### src/rtl/wdt_pkg.sv
package wdt_pkg;

  localparam int OFF_RESTART = 'h10;
  localparam int OFF_ACTION  = 'h14;
  localparam int OFF_MODE    = 'h18;

  localparam logic [15:0] WR_KEY      = 16'h16AA;
  localparam logic [11:0] FEED_MAGIC  = 12'hA57;
  localparam logic [12:0] FEED_WORD   = {FEED_MAGIC, 1'b1};
  localparam logic [1:0]  ACT_SYSRST  = 2'b01;

  localparam int MAX_HALVES = 32;

  typedef logic [3:0] tcode_t;
  typedef logic [1:0] action_t;

  // Period of a code, in half-second units.
  function automatic logic [5:0] code_halves(tcode_t c);
    if (c == 4'd0)
      return 6'd1;
    else if (c <= 4'd6)
      return {1'b0, c, 1'b0};
    else if (c <= 4'hA)
      return 6'd16 + {c - 4'd7, 2'b00};
    else
      return 6'd32;
  endfunction

endpackage

### src/rtl/wdt_regs.sv
module wdt_regs
  import wdt_pkg::*;
#(
  parameter int ADDR_W = 8
) (
  input  logic              clk,
  input  logic              rst_n,
  input  logic              bus_wr,
  input  logic [ADDR_W-1:0] bus_addr,
  input  logic [31:0]       bus_wdata,
  input  logic              expire_rst,
  output logic [31:0]       bus_rdata,
  output logic              en,
  output tcode_t            code,
  output action_t           action,
  output logic              cnt_clr
);

  logic keyed, hit_restart, hit_action, hit_mode;
  logic feed_ok, action_ok, mode_ok;
  logic wdata_unused;

  assign keyed       = (bus_wdata[31:16] == WR_KEY);
  assign hit_restart = (bus_addr == ADDR_W'(OFF_RESTART));
  assign hit_action  = (bus_addr == ADDR_W'(OFF_ACTION));
  assign hit_mode    = (bus_addr == ADDR_W'(OFF_MODE));

  assign feed_ok   = bus_wr && hit_restart && (bus_wdata[12:0] == FEED_WORD);
  assign action_ok = bus_wr && hit_action && keyed;
  assign mode_ok   = bus_wr && hit_mode && keyed;
  assign cnt_clr   = feed_ok || mode_ok;

  assign wdata_unused = ^bus_wdata[15:13];

  always_ff @(posedge clk or negedge rst_n) begin
    if (!rst_n) begin
      action <= '0;
    end else if (action_ok) begin
      action <= bus_wdata[1:0];
    end
  end

  always_ff @(posedge clk or negedge rst_n) begin
    if (!rst_n) begin
      en   <= 1'b0;
      code <= '0;
    end else if (mode_ok) begin
      en   <= bus_wdata[0];
      code <= bus_wdata[7:4];
    end else if (expire_rst) begin
      en   <= 1'b0;
    end
  end

  always_comb begin
    bus_rdata = '0;
    if (hit_action)
      bus_rdata[1:0] = action;
    else if (hit_mode) begin
      bus_rdata[0]   = en;
      bus_rdata[7:4] = code;
    end
  end

  a_r2_action_needs_key: assert property (@(posedge clk) disable iff (!rst_n)
    (bus_wr && hit_action && !keyed) |=> $stable(action));

  a_r2_mode_needs_key: assert property (@(posedge clk) disable iff (!rst_n)
    (bus_wr && hit_mode && !keyed && !expire_rst) |=> ($stable(code) && $stable(en)));

  a_r6_expiry_disables: assert property (@(posedge clk) disable iff (!rst_n)
    expire_rst |=> !en);

endmodule

### src/rtl/wdt_timer.sv
module wdt_timer
  import wdt_pkg::*;
#(
  parameter int TICKS_PER_HALF = 500
) (
  input  logic   clk,
  input  logic   rst_n,
  input  logic   tick,
  input  logic   en,
  input  tcode_t code,
  input  logic   cnt_clr,
  output logic   expire
);

  localparam int CNT_W = $clog2(MAX_HALVES * TICKS_PER_HALF + 1);

  logic [CNT_W-1:0] cnt;
  logic [CNT_W-1:0] limit;
  logic             last;

  assign limit  = CNT_W'(32'(code_halves(code)) * TICKS_PER_HALF);
  assign last   = (cnt == limit - CNT_W'(1));
  assign expire = en && tick && !cnt_clr && last;

  always_ff @(posedge clk or negedge rst_n) begin
    if (!rst_n) begin
      cnt <= '0;
    end else if (cnt_clr || !en) begin
      cnt <= '0;
    end else if (tick) begin
      cnt <= last ? '0 : cnt + CNT_W'(1);
    end
  end

  a_r5_count_below_limit: assert property (@(posedge clk) disable iff (!rst_n)
    cnt < limit);

  a_r8_idle_holds_zero: assert property (@(posedge clk) disable iff (!rst_n)
    !en |=> (cnt == '0));

  a_r4_restart_clears: assert property (@(posedge clk) disable iff (!rst_n)
    cnt_clr |=> (cnt == '0));

endmodule

### src/rtl/wdt_rstgen.sv
module wdt_rstgen #(
  parameter int RST_CYCLES = 16
) (
  input  logic clk,
  input  logic rst_n,
  input  logic fire,
  output logic rst_out
);

  localparam int RW = $clog2(RST_CYCLES + 1);

  logic [RW-1:0] left;

  always_ff @(posedge clk or negedge rst_n) begin
    if (!rst_n) begin
      left <= '0;
    end else if (fire) begin
      left <= RW'(RST_CYCLES);
    end else if (left != '0) begin
      left <= left - RW'(1);
    end
  end

  assign rst_out = (left != '0);

  a_r6_pulse_follows_fire: assert property (@(posedge clk) disable iff (!rst_n)
    fire |=> rst_out);

  a_r6_pulse_needs_fire: assert property (@(posedge clk) disable iff (!rst_n)
    $rose(rst_out) |-> $past(fire));

endmodule

### src/rtl/keyed_wdt.sv
module keyed_wdt
  import wdt_pkg::*;
#(
  parameter int ADDR_W         = 8,
  parameter int TICKS_PER_HALF = 500,
  parameter int RST_CYCLES     = 16
) (
  input  logic              clk,
  input  logic              rst_n,
  input  logic              tick,
  input  logic              bus_wr,
  input  logic [ADDR_W-1:0] bus_addr,
  input  logic [31:0]       bus_wdata,
  output logic [31:0]       bus_rdata,
  output logic              sys_rst
);

  logic    en, cnt_clr, expire, expire_rst;
  tcode_t  code;
  action_t action;

  assign expire_rst = expire && (action == ACT_SYSRST);

  wdt_regs #(.ADDR_W(ADDR_W)) u_regs (
    .clk        (clk),
    .rst_n      (rst_n),
    .bus_wr     (bus_wr),
    .bus_addr   (bus_addr),
    .bus_wdata  (bus_wdata),
    .expire_rst (expire_rst),
    .bus_rdata  (bus_rdata),
    .en         (en),
    .code       (code),
    .action     (action),
    .cnt_clr    (cnt_clr)
  );

  wdt_timer #(.TICKS_PER_HALF(TICKS_PER_HALF)) u_timer (
    .clk     (clk),
    .rst_n   (rst_n),
    .tick    (tick),
    .en      (en),
    .code    (code),
    .cnt_clr (cnt_clr),
    .expire  (expire)
  );

  wdt_rstgen #(.RST_CYCLES(RST_CYCLES)) u_rstgen (
    .clk     (clk),
    .rst_n   (rst_n),
    .fire    (expire_rst),
    .rst_out (sys_rst)
  );

  a_r9_write_beats_expiry: assert property (@(posedge clk) disable iff (!rst_n)
    cnt_clr |=> !$rose(sys_rst));

endmodule

### config.mk
export PLATFORM = sky130hd
export DESIGN_NAME = keyed_wdt
export DESIGN_NICKNAME = d
export VERILOG_FILES = /design/src/rtl/wdt_pkg.sv /design/src/rtl/wdt_regs.sv /design/src/rtl/wdt_timer.sv /design/src/rtl/wdt_rstgen.sv /design/src/rtl/keyed_wdt.sv
export SDC_FILE = /design/constraint.sdc
export NUM_CORES = 1
export LEC_CHECK = 0
export ABC_AREA = 1
export CORE_UTILIZATION = 52
export DETAILED_ROUTE_END_ITERATION = 16
export PLACE_DENSITY = 0.84
export REMOVE_ABC_BUFFERS = 1
export SYNTH_ARGS = -nofsm -noshare
export SYNTH_HDL_FRONTEND = slang
export SYNTH_SLANG_ARGS = --single-unit
### constraint.sdc
create_clock -name clk -period 5.22 [get_ports clk]
set_input_delay 1.044 -clock clk [delete_from_list [all_inputs] [get_ports clk]]
set_output_delay 1.044 -clock clk [all_outputs]
set_load 0.005 [all_outputs]
==> impl_metrics.tcl <==
set metrics [dict create \
    violations "design-rule violations" \
    cp_max_fo 14 \
    nNetsFinal 658 \
    design_area_sq_um 4109 \
    skew_ps 7.990 \
    hp-class "flip-flop to flip-flop" \
    max_freq_mhz 207.4 \
    fillers 556 \
    worstSetupEndpointType "flip-flop" \
    grt_pass1_wl_um 12940 \
    setup_tns_ps 0 \
    ff2ff_path_depth 31 \
    grt_max_degree 27 \
    first_pass_iters 10 \
    report.final.slew_viol_count 0 \
    slew_headroom_pct 39.61 \
    dieWidth_um 84.02 \
    hold_buffers 0 \
    path_class "flip-flop to flip-flop" \
    start_util_pct 54.47 \
    whs_path_depth 1 \
    setup_viol 0 \
    postRouteAntennaNets 0 \
    power_density_nw_per_um2 121.8 \
    layout_min_cycle_time_ps 4823 \
    areaGrowthSynthToFinish_pct 17.45 \
    arrival_ps 4980 \
    slowest_stage "fa_1" \
    vias_per_cell 5.090 \
    startpoint_type "flip-flop" \
    cpMostUsedCell "nand2_1" \
    synth_cell_types 36 \
    clock_path_buffers 2 \
    io_pins 77 \
    io_buffers 47 \
    fin_crit_sh_pct 92.39 \
    drc 4 \
    ys_seq_area_share_pct 18.60 \
    grt_usage_pct 22.02 \
    ir_drop_v 0.0001451 \
    drt_iter0_drc 147 \
    cts_tree "built" \
    drv_cap 0 \
    die-area_sq_um 7059 \
    ys_ff_latch 26 \
    top_usage_layer "met2" \
    status "finished, violations left" \
    rows 29 \
    root_buffer "clkbuf_8" \
    use_met1_pct 24.47 \
    syn_inst 522 \
    wl_um 7565 \
    wl_per_cell_um 11.60 \
    worst_slew_pin_slew_ps 902.5 \
    place.gp.congestion 0.8277 \
    place_area_sq_um 3959 \
    numCtsBuffers 3 \
    grtUsageMet2_pct 44.04 \
    cts.sinks 26 \
    overflow 0 \
    dp_hpwl_um 6240 \
    avgSynthCellArea_sq_um 6.702 \
    multiInputGateArea_sq_um 2367 \
    place_ws_ps 151.9 \
    synth_area_sq_um 3498 \
    clkLatencyLatePin_ps 270 \
    regArea_sq_um 651.9 \
    timing.final.ws_setup_ps 397.3 \
    hold_viol 0 \
    dr_total_vias 3319 \
    antenna_found_initial 0 \
    core_sq_um 6422 \
    grt_pass1_vias 3194 \
    yosysWarnings 0 \
    h-tree-depth 1 \
    die_height_um 84.02 \
    grt_use_met3_pct 1.286 \
    rsz0062_at_grt "false" \
    cp_slowest_stage_delay_ps 520 \
    cts.clk_slew.worst_paths_ps 90 \
    num_antenna_cells 0 \
    p_leak_nw 2.180 \
    drive_above_1_share_pct 10.26 \
    required_ps 5380 \
]
power breakdown:
group / internal (mW) / switching (mW)
registers: 0.218 / 0.0224
logic: 0.0599 / 0.0687
clock network: 0.0675 / 0.0644
metrics by stage:
stage	cells	hold slack, ps	power (mW)	util [%]
floorplan	517	471.2	0.3115	-
CTS	648	516.4	0.5018	62.50
global placement	644	489.0	0.3617	61.64
global route	652	543.2	0.5307	63.98
finish	652	513.9	0.5004	63.98
detailed placement	644	494.8	0.3704	61.64
placed cells by master (no fill, tap or decap), types with 6 or more instances in the layout:
cell type	Yosys	routed
fa_1	12	11
nand2_1	136	136
o21ai_0	12	12
nand3_2	12	11
clkdlybuf4s50_1	0	47
conb_1	2	28
nor2_1	36	34
xor2_1	11	11
nand4_1	20	20
inv_1	105	104
xnor2_1	7	6
a21oi_1	11	11
ha_1	26	23
buf_4	27	7
nand3_1	37	37
dfrtp_1	26	25
repair_timing:
action	in CTS	in global routing
setup buffers	0	4
gates resized for setup	0	13
setup endpoints to repair	0	20
critical path: cells and delay by family, from the launching register on:
kind | cells | cell delay (ps)
fa+ha+maj | 5 | 2050
buf+inv | 9 | 550
compound gates | 1 | 150
simple gates | 16 | 1530
flops | 1 | 430
logic make-up after synthesis:
family                     Yosys count  share of synthesized area (%)
buffers and inverters              141                          18.35
other                                2                         0.2147
xor gates and xnor gates            18                          4.506
muxes                                2                         0.6437
DFF                                 26                          18.60
adders and majority gates           38                          16.17
AOI/OAI and AO/OA                   25                          3.755
and+or+nand+nor                    270                          37.77
sequential cells by signal, indices dropped and copies added, names as in the netlist:
| register | flops |
|---|---|
| u_regs.action | 2 |
| u_regs.code | 4 |
| u_regs.en | 1 |
| u_rstgen.left | 5 |
| u_timer.cnt | 14 |
layout make-up:
class,count,area share (%)
Timing Repair Buffer,54,12.73
Multi-Input combinational cell,381,57.61
Tap cell,77,2.345
Clock buffer,4,1.340
Sequential cell,26,15.86
Inverter,110,10.11
layer usage:
metal	routed length, um	share of wire, %
met1	3170	42
met2	4056	54
met3	212	2.8
met4	125	1.7
met5	0	0
Yosys cell counts (all sizes together):
master	count	area share (%)
a21o	1	0.21
a21oi	12	1.8
buf	29	6.3
clkbuf	2	0.21
conb	2	0.21
dfrtp	26	19
fa	12	6.9
ha	26	9.3
inv	110	12
mux2	2	0.64
nand2	143	16
nand3	50	9.2
nand3b	1	0.21
nand4	21	3.9
nor2	42	5.5
nor3	6	1.0
nor3b	1	0.36
nor4	5	1.1
o21ai	12	1.7
or2	1	0.18
xnor2	7	1.8
xor2	11	2.8
final timing paths:
path                            slack [ps]          endpoint              from
worst min-delay path                   510  u_regs.action[1]  u_regs.action[1]
worst min register to register         510  u_regs.action[1]  u_regs.action[1]
max in group asynchronous             3810    u_regs.code[0]             rst_n
min in group asynchronous             1140         u_regs.en             rst_n
worst max-delay path                   400    u_timer.cnt[3]    u_regs.code[0]
worst max register to register         400    u_timer.cnt[3]    u_regs.code[0]
(Power assumes the default switching activity.)
